==> config.mk <==
export PLATFORM = sky130hd
export DESIGN_NAME = scl_timer
export DESIGN_NICKNAME = d
export VERILOG_FILES = /design/src/rtl/scl_timer.sv
export SDC_FILE = /design/constraint.sdc
export NUM_CORES = 1
export LEC_CHECK = 0
export BUFFER_PORTS_ARGS = -buffer_cell sky130_fd_sc_hd__clkbuf_2
export CORE_AREA = 2 2 85 87
export CTS_CLUSTER_DIAMETER = 40
export DETAILED_ROUTE_END_ITERATION = 10
export DIE_AREA = 0 0 87 89
export PLACE_DENSITY = 0.78
export SLEW_MARGIN = 20
export SYNTH_ARGS = -nofsm -noshare
export SYNTH_HDL_FRONTEND = slang
export SYNTH_SLANG_ARGS = --single-unit
==> constraint.sdc <==
create_clock -name clk -period 3.95 [get_ports clk]
set_input_delay 0.9875 -clock clk [delete_from_list [all_inputs] [get_ports clk]]
set_output_delay 0.9875 -clock clk [all_outputs]
set_load 0.1 [all_outputs]
==> src/rtl/scl_timer.sv <==
module scl_timer #(
  parameter int HL_W   = 4,
  parameter int DIV_W  = 4,
  parameter int WORD_W = 32
) (
  input  logic              clk,
  input  logic              rst_n,
  input  logic              en,
  input  logic [WORD_W-1:0] timing_word,
  output logic              scl_o,
  output logic              low_stb,
  output logic              sample_stb
);
  localparam int PRE_W = (1 << DIV_W) - 1;
  localparam int EL_W  = HL_W + PRE_W + 1;
  localparam int HI_LSB = 16;
  localparam int LO_LSB = 12;

  logic             running, phase;
  logic [DIV_W-1:0] act_div;
  logic [HL_W-1:0]  act_hi, act_lo, ph_cnt;
  logic [PRE_W-1:0] pre_cnt;

  wire [DIV_W-1:0] w_div = timing_word[DIV_W-1:0];
  wire [HL_W-1:0]  w_hi  = timing_word[HI_LSB +: HL_W];
  wire [HL_W-1:0]  w_lo  = timing_word[LO_LSB +: HL_W];

  wire [PRE_W-1:0] pre_mask = ~({PRE_W{1'b1}} << act_div);
  wire             tick     = (pre_cnt == pre_mask);
  wire             ph_end   = (ph_cnt == (phase ? act_hi : act_lo));

  always_ff @(posedge clk or negedge rst_n) begin
    if (!rst_n) begin
      running <= 1'b0;
      phase   <= 1'b0;
      ph_cnt  <= '0;
      pre_cnt <= '0;
      act_div <= '0;
      act_hi  <= '0;
      act_lo  <= '0;
    end else if (!en) begin
      running <= 1'b0;
      phase   <= 1'b0;
      ph_cnt  <= '0;
      pre_cnt <= '0;
    end else if (!running) begin
      running <= 1'b1;
      phase   <= 1'b0;
      ph_cnt  <= '0;
      pre_cnt <= '0;
      act_div <= w_div;
      act_hi  <= w_hi;
      act_lo  <= w_lo;
    end else if (tick) begin
      pre_cnt <= '0;
      if (ph_end) begin
        ph_cnt <= '0;
        phase  <= ~phase;
        if (phase) begin
          act_div <= w_div;
          act_hi  <= w_hi;
          act_lo  <= w_lo;
        end
      end else begin
        ph_cnt <= ph_cnt + 1'b1;
      end
    end else begin
      pre_cnt <= pre_cnt + 1'b1;
    end
  end

  wire [EL_W-1:0] elapsed = (EL_W'(ph_cnt) << act_div) | EL_W'(pre_cnt);
  wire [EL_W-1:0] mid_pt  = ((EL_W'(act_hi) + EL_W'(1)) << act_div) >> 1;

  assign scl_o      = ~running | phase;
  assign low_stb    = running & ~phase & (ph_cnt == '0) & (pre_cnt == '0);
  assign sample_stb = running & phase & (elapsed == mid_pt);

  p_release_r1: assert property (@(posedge clk) disable iff (!rst_n)
    !en |=> (scl_o && !low_stb && !sample_stb));

  p_lowstb_single_r6: assert property (@(posedge clk) disable iff (!rst_n)
    low_stb |=> !low_stb);

  p_fall_marks_r6: assert property (@(posedge clk) disable iff (!rst_n)
    $fell(scl_o) |-> low_stb);

  p_sample_in_high_r7: assert property (@(posedge clk) disable iff (!rst_n)
    sample_stb |-> scl_o);

  p_word_held_r5: assert property (@(posedge clk) disable iff (!rst_n)
    (running && !low_stb) |-> ($stable(act_div) && $stable(act_hi) && $stable(act_lo)));

  p_start_r8: assert property (@(posedge clk) disable iff (!rst_n)
    (en && !running) |=> (low_stb && !scl_o));
endmodule

Word level (Yosys, flattened, before mapping)
Cells that the tools add are included.
{"block": "totals", "ff_bits": 33, "latch_bits": 0, "ramBits": 0, "rom_bits": 0, "wordCells": 60, "n_memories": 0}
{"block": "classes", "n_addsub": 3, "n_mul": 0, "div_mod_pow": 0, "order_cmp": 0, "eq_ne": 8, "n_shift": 3, "muxes": 25, "bitwise_logic": 10, "n_reduce_logical": 4}
{"op": "$mux 4", "count": 17}
{"op": "$mux 15", "count": 3}
{"op": "$eq 20x19->1", "count": 1}
{"op": "$or 20x15->20", "count": 1}
{"op": "$shl 4x4->20", "count": 1}
{"op": "$shl 5x4->20", "count": 1}
{"op": "$add 15x1->15 const B", "count": 1}
{"op": "$eq 15x15->1", "count": 1}
{"op": "$logic_not 15->1", "count": 1}
{"op": "$not 15->15", "count": 1}
{"op": "$shl 15x4->15 const A", "count": 1}
{"op": "$ne 2x1->1 const B", "count": 3}
{"op": "$ne 3x2->1 const B", "count": 2}
{"op": "$add 4x1->5 const B", "count": 1}
{"op": "$and 1x1->1", "count": 5}
{"op": "$mux 1", "count": 5}
{"op": "$add 4x1->4 const B", "count": 1}
{"op": "$eq 4x4->1", "count": 1}
{"op": "$logic_not 4->1", "count": 1}
{"op": "$reduce_and 4->1", "count": 1}
{"op": "$not 1->1", "count": 2}
{"op": "$reduce_and 2->1", "count": 1}
{"op": "$or 1x1->1", "count": 1}

Longest topological paths before layout
{"block": "depth", "ltp_word": 6, "mapped_depth": 11}

Worst setup path before layout
Ideal clock, no wire load.
{"block": "synth_timing", "path_type": "register to output", "start": "register act_hi[0]", "end": "output sample_stb", "arrival_time_ps": 4949, "path_slack_ps": -1986, "path_stages_with_launch": 9, "path_cell_list": "dfrtp_1 ha_1 xnor2_1 a211oi_1 a211o_1 xor2_1 o221ai_1 a2111o_1 nor4_1"}
{"block": "synth_via", "elab_chain_len": 4}
{"item": "start, declared", "line": "21", "rtl": "logic [HL_W-1:0] act_hi, act_lo, ph_cnt;"}
{"item": "start signal, assigned", "line": "52", "rtl": "act_hi <= w_hi;"}
{"item": "start signal, assigned", "line": "61", "rtl": "act_hi <= w_hi;"}
{"item": "$add 4x1->5", "line": "73", "rtl": "wire [EL_W-1:0] mid_pt = ((EL_W'(act_hi) + EL_W'(1)) << act_div) >> 1;"}
{"item": "$shl 5x4->20", "line": "73"}
{"item": "$eq 20x19->1", "line": "77", "rtl": "assign sample_stb = running & phase & (elapsed == mid_pt);"}
{"item": "$and 1x1->1", "line": "77"}
{"item": "end, declared", "line": "12", "rtl": "output logic sample_stb"}
No other way between the ends.

Worst setup path after layout
Ends and elaborated chain as after synthesis.

==> impl_metrics.json <==
{
  "skew_ns": 0.00808,
  "outcome": "finished clean",
  "fin_nets": 462,
  "cts_buffer_depth": 2,
  "grt.overflow.total": 0,
  "hp-class": "flop to flop",
  "grt_max_degree": 42,
  "die-area_um2": 7740,
  "ir_drop_mv": 0.350,
  "fin_ws_ns": 0.0564,
  "ys_top_cells_by_area": "dfrtp_1 25%, nor2_1 4.8%, xnor2_1 4.8%, mux2i_1 4.6%, mux2_2 4.1%",
  "grt_pass1_vias": 3032,
  "core_area_um2": 6720,
  "num_vias": 3266,
  "cellPowerDensity_nw_per_um2": 356,
  "worstPathRequired_ns": 2.96,
  "worstSkewPairLatency_ns": 0.30,
  "setup_violations": 0,
  "syn_inst": 407,
  "hold_violations": 0,
  "synthDistinctLibCells": 72,
  "regToRegSetupSlack_ns": 0.96,
  "synthTopCellsByCount": "42 x nor2_1, 33 x dfrtp_1, 19 x a21oi_1, 19 x clkbuf_1, 19 x nand3_1",
  "worst_pin_slew_ns": 0.846,
  "yosys.cell_count.top_type": "nor2_1",
  "wl_mm": 9.47,
  "antenna_cells": 0,
  "numCtsBuffers": 5,
  "fin_crit_ns": 3.89,
  "drv_slew": 0,
  "clkTransAtPathRegs_ns": 0.07,
  "grt_antenna_before_repair": 0,
  "hpwl_mm": 6.72,
  "path_class": "flop to output pin",
  "max-cap-violations": 0,
  "drc_errors": 0,
  "first_pass_iters": 5,
  "place_inst": 489,
  "holdPathStages": 1,
  "max_stage_delay_ns": 0.43,
  "syn_to_final_growth_pct": 14.7,
  "cts_sinks": 33,
  "endpoint_kind": "output pin",
  "synth-edff-count": 0,
  "yosys_register_bits": 33,
  "vias_per_cell": 6.49,
  "ant_nets": 0,
  "synth_flop_cell": "dfrtp_1",
  "p_leak_nw": 1.51,
  "die_w_um": 87,
  "hp-start": "act_lo[1]$_DFFE_PN0P_",
  "holdPathEnd": "act_lo[1]$_DFFE_PN0P_",
  "die_y_um": 89,
  "yosysTopAreaCell": "dfrtp_1",
  "synth_fp_nets": 447,
  "rsz0062_at_grt": "true",
  "period_share_pct": 98.6,
  "syn_area_per_cell_um2": 8.09,
  "ios": 38,
  "synth_area_um2": 3290,
  "critPathLaunchType": "flop",
  "pre_cts_ws_ns": 0.223,
  "async_flop_share_pct": 100,
  "port_buffers": 17,
  "ys_warn_count": 0,
  "arrival_ns": 2.91,
  "grt_pass1_wl_mm": 15.3,
  "critPathSlowestCell": "a2111o_1",
  "gp_congestion": 0.962,
  "max_clock_freq_ghz": 0.257,
  "wl_per_cell_um": 18.8,
  "r2r_end": "ph_cnt[2]$_DFFE_PN0P_",
  "drive_gt1_share_pct": 22.9,
  "grt_util_all_layers_pct": 25.2,
  "relSlewSlack_pct": 43.6,
  "worstReg2RegStart": "act_div[0]$_DFFE_PN0P_",
  "critPathMaxFanout": 4,
  "cts_max_level": 2,
  "crit_chain": "ha_4 > nand2b_1 > o21ai_0 > a22oi_1 > mux2i_1 > o221ai_1 > a2111o_1 > nor4_4 > buf_12",
  "ys_seq_area_share_pct": 25.1,
  "synth.top_cell.area_share_pct": 25.1,
  "cts_root_buf": "clkbuf_8",
  "cts_tree": "built",
  "layout.cells.non_filler": 503,
  "fp-row-count": 30,
  "reg2regPathDepth": 9,
  "drt_iter0_drc": 292,
  "initial_core_util_pct": 49.0
}
-- where the power goes --
part           total, W  internal, W  switching [W]
Sequential     0.000389     0.000358      0.0000304
Clock          0.000382     0.000251       0.000132
Combinational  0.000574     0.000250       0.000324
Total           0.00135     0.000859       0.000486
-- state kept, by name, indices dropped and copies added, names as in the netlist --
register,flops
pre_cnt,15
running,1
act_lo,4
act_div,4
act_hi,4
ph_cnt,4
phase,1
-- layout by cell type, fill, tap and decap left out, drive strengths merged, types with 15 or more instances in the layout --
cell,count
buf,31
nand2,18
nand3,19
mux2i,15
dfrtp,33
nor2,42
o21ai,15
inv,15
a21oi,19
clkbuf,21
xnor2,18
-- per-layer routing --
layer	global-route usage [%]	vias up	wire, um
li1	-	1516	-
met1	33.4	1559	3860
met2	41.1	172	4590
met3	3.69	19	768
met4	11.2	0	246
met5	0	-	0
-- critical path: cells and delay by family, from the launching register on --
family | cells | cell delay [ns]
multiplexers | 1 | 0.26
buffers and inverters | 1 | 0.22
adder cells (fa/ha/maj) | 1 | 0.32
AO/OA/AOI/OAI | 4 | 0.98
flip-flops | 1 | 0.42
AND/OR/NAND/NOR | 2 | 0.41
-- worst max path at each step --
stage	from	endpoint	slack [ns]	depth (start not counted)
finish	act_hi[0]$_DFFE_PN0P_	sample_stb	0.06	9
global route	act_hi[0]$_DFFE_PN0P_	sample_stb	-0.1	9
CTS	act_div[0]$_DFFE_PN0P_	sample_stb	0.003	9
detailed placement	act_div[0]$_DFFE_PN0P_	sample_stb	0.22	9
global placement	act_div[0]$_DFFE_PN0P_	sample_stb	0.25	9
floorplan	act_hi[0]$_DFFE_PN0P_	sample_stb	-0.22	8
-- cell families (layout without fill, tap and decap cells) --
logic type	after synthesis	count (layout)	synth area share, %
flops	33	33	25.1
simple gates	154	154	25.4
compound gates	105	105	22.9
fa+ha+maj	5	5	1.90
xor+xnor	28	28	7.44
buf+inv	54	70	7.86
mux	28	28	9.34
-- what timing repair did --
action / 4_1_cts / 5_1_grt
pin swaps: 3 / 2
resized for setup: 11 / 5
setup buffers: 5 / 1
endpoints found under the setup margin: 1 / 1
hold buffers: 0 / 0
-- stage by stage --
step / power [W] / setup TNS, ns / util, % / cell area, um2 / hold slack, ns
after detailed placement: 0.000909 / 0 / 52.5 / 3530 / 0.496
after global routing: 0.00140 / -0.0954 / 56.2 / 3780 / 0.520
after global placement: 0.000895 / 0 / 52.5 / 3530 / 0.493
after floorplan: 0.000778 / -0.217 / - / 3320 / 0.479
final: 0.00135 / 0 / 56.2 / 3780 / 0.511
after CTS: 0.00132 / 0 / 55.8 / 3750 / 0.513
-- final cells by class --
cell class | count | area, um2
clock inverters | 3 | 65.1
inverters | 15 | 56.3
clock buffers | 5 | 68.8
repair buffers | 47 | 358
fillers | 563 | 2940
flip-flops and latches | 33 | 830
multi-input cells | 320 | 2300
well taps | 80 | 100
Power figures use the tool's default switching activity.
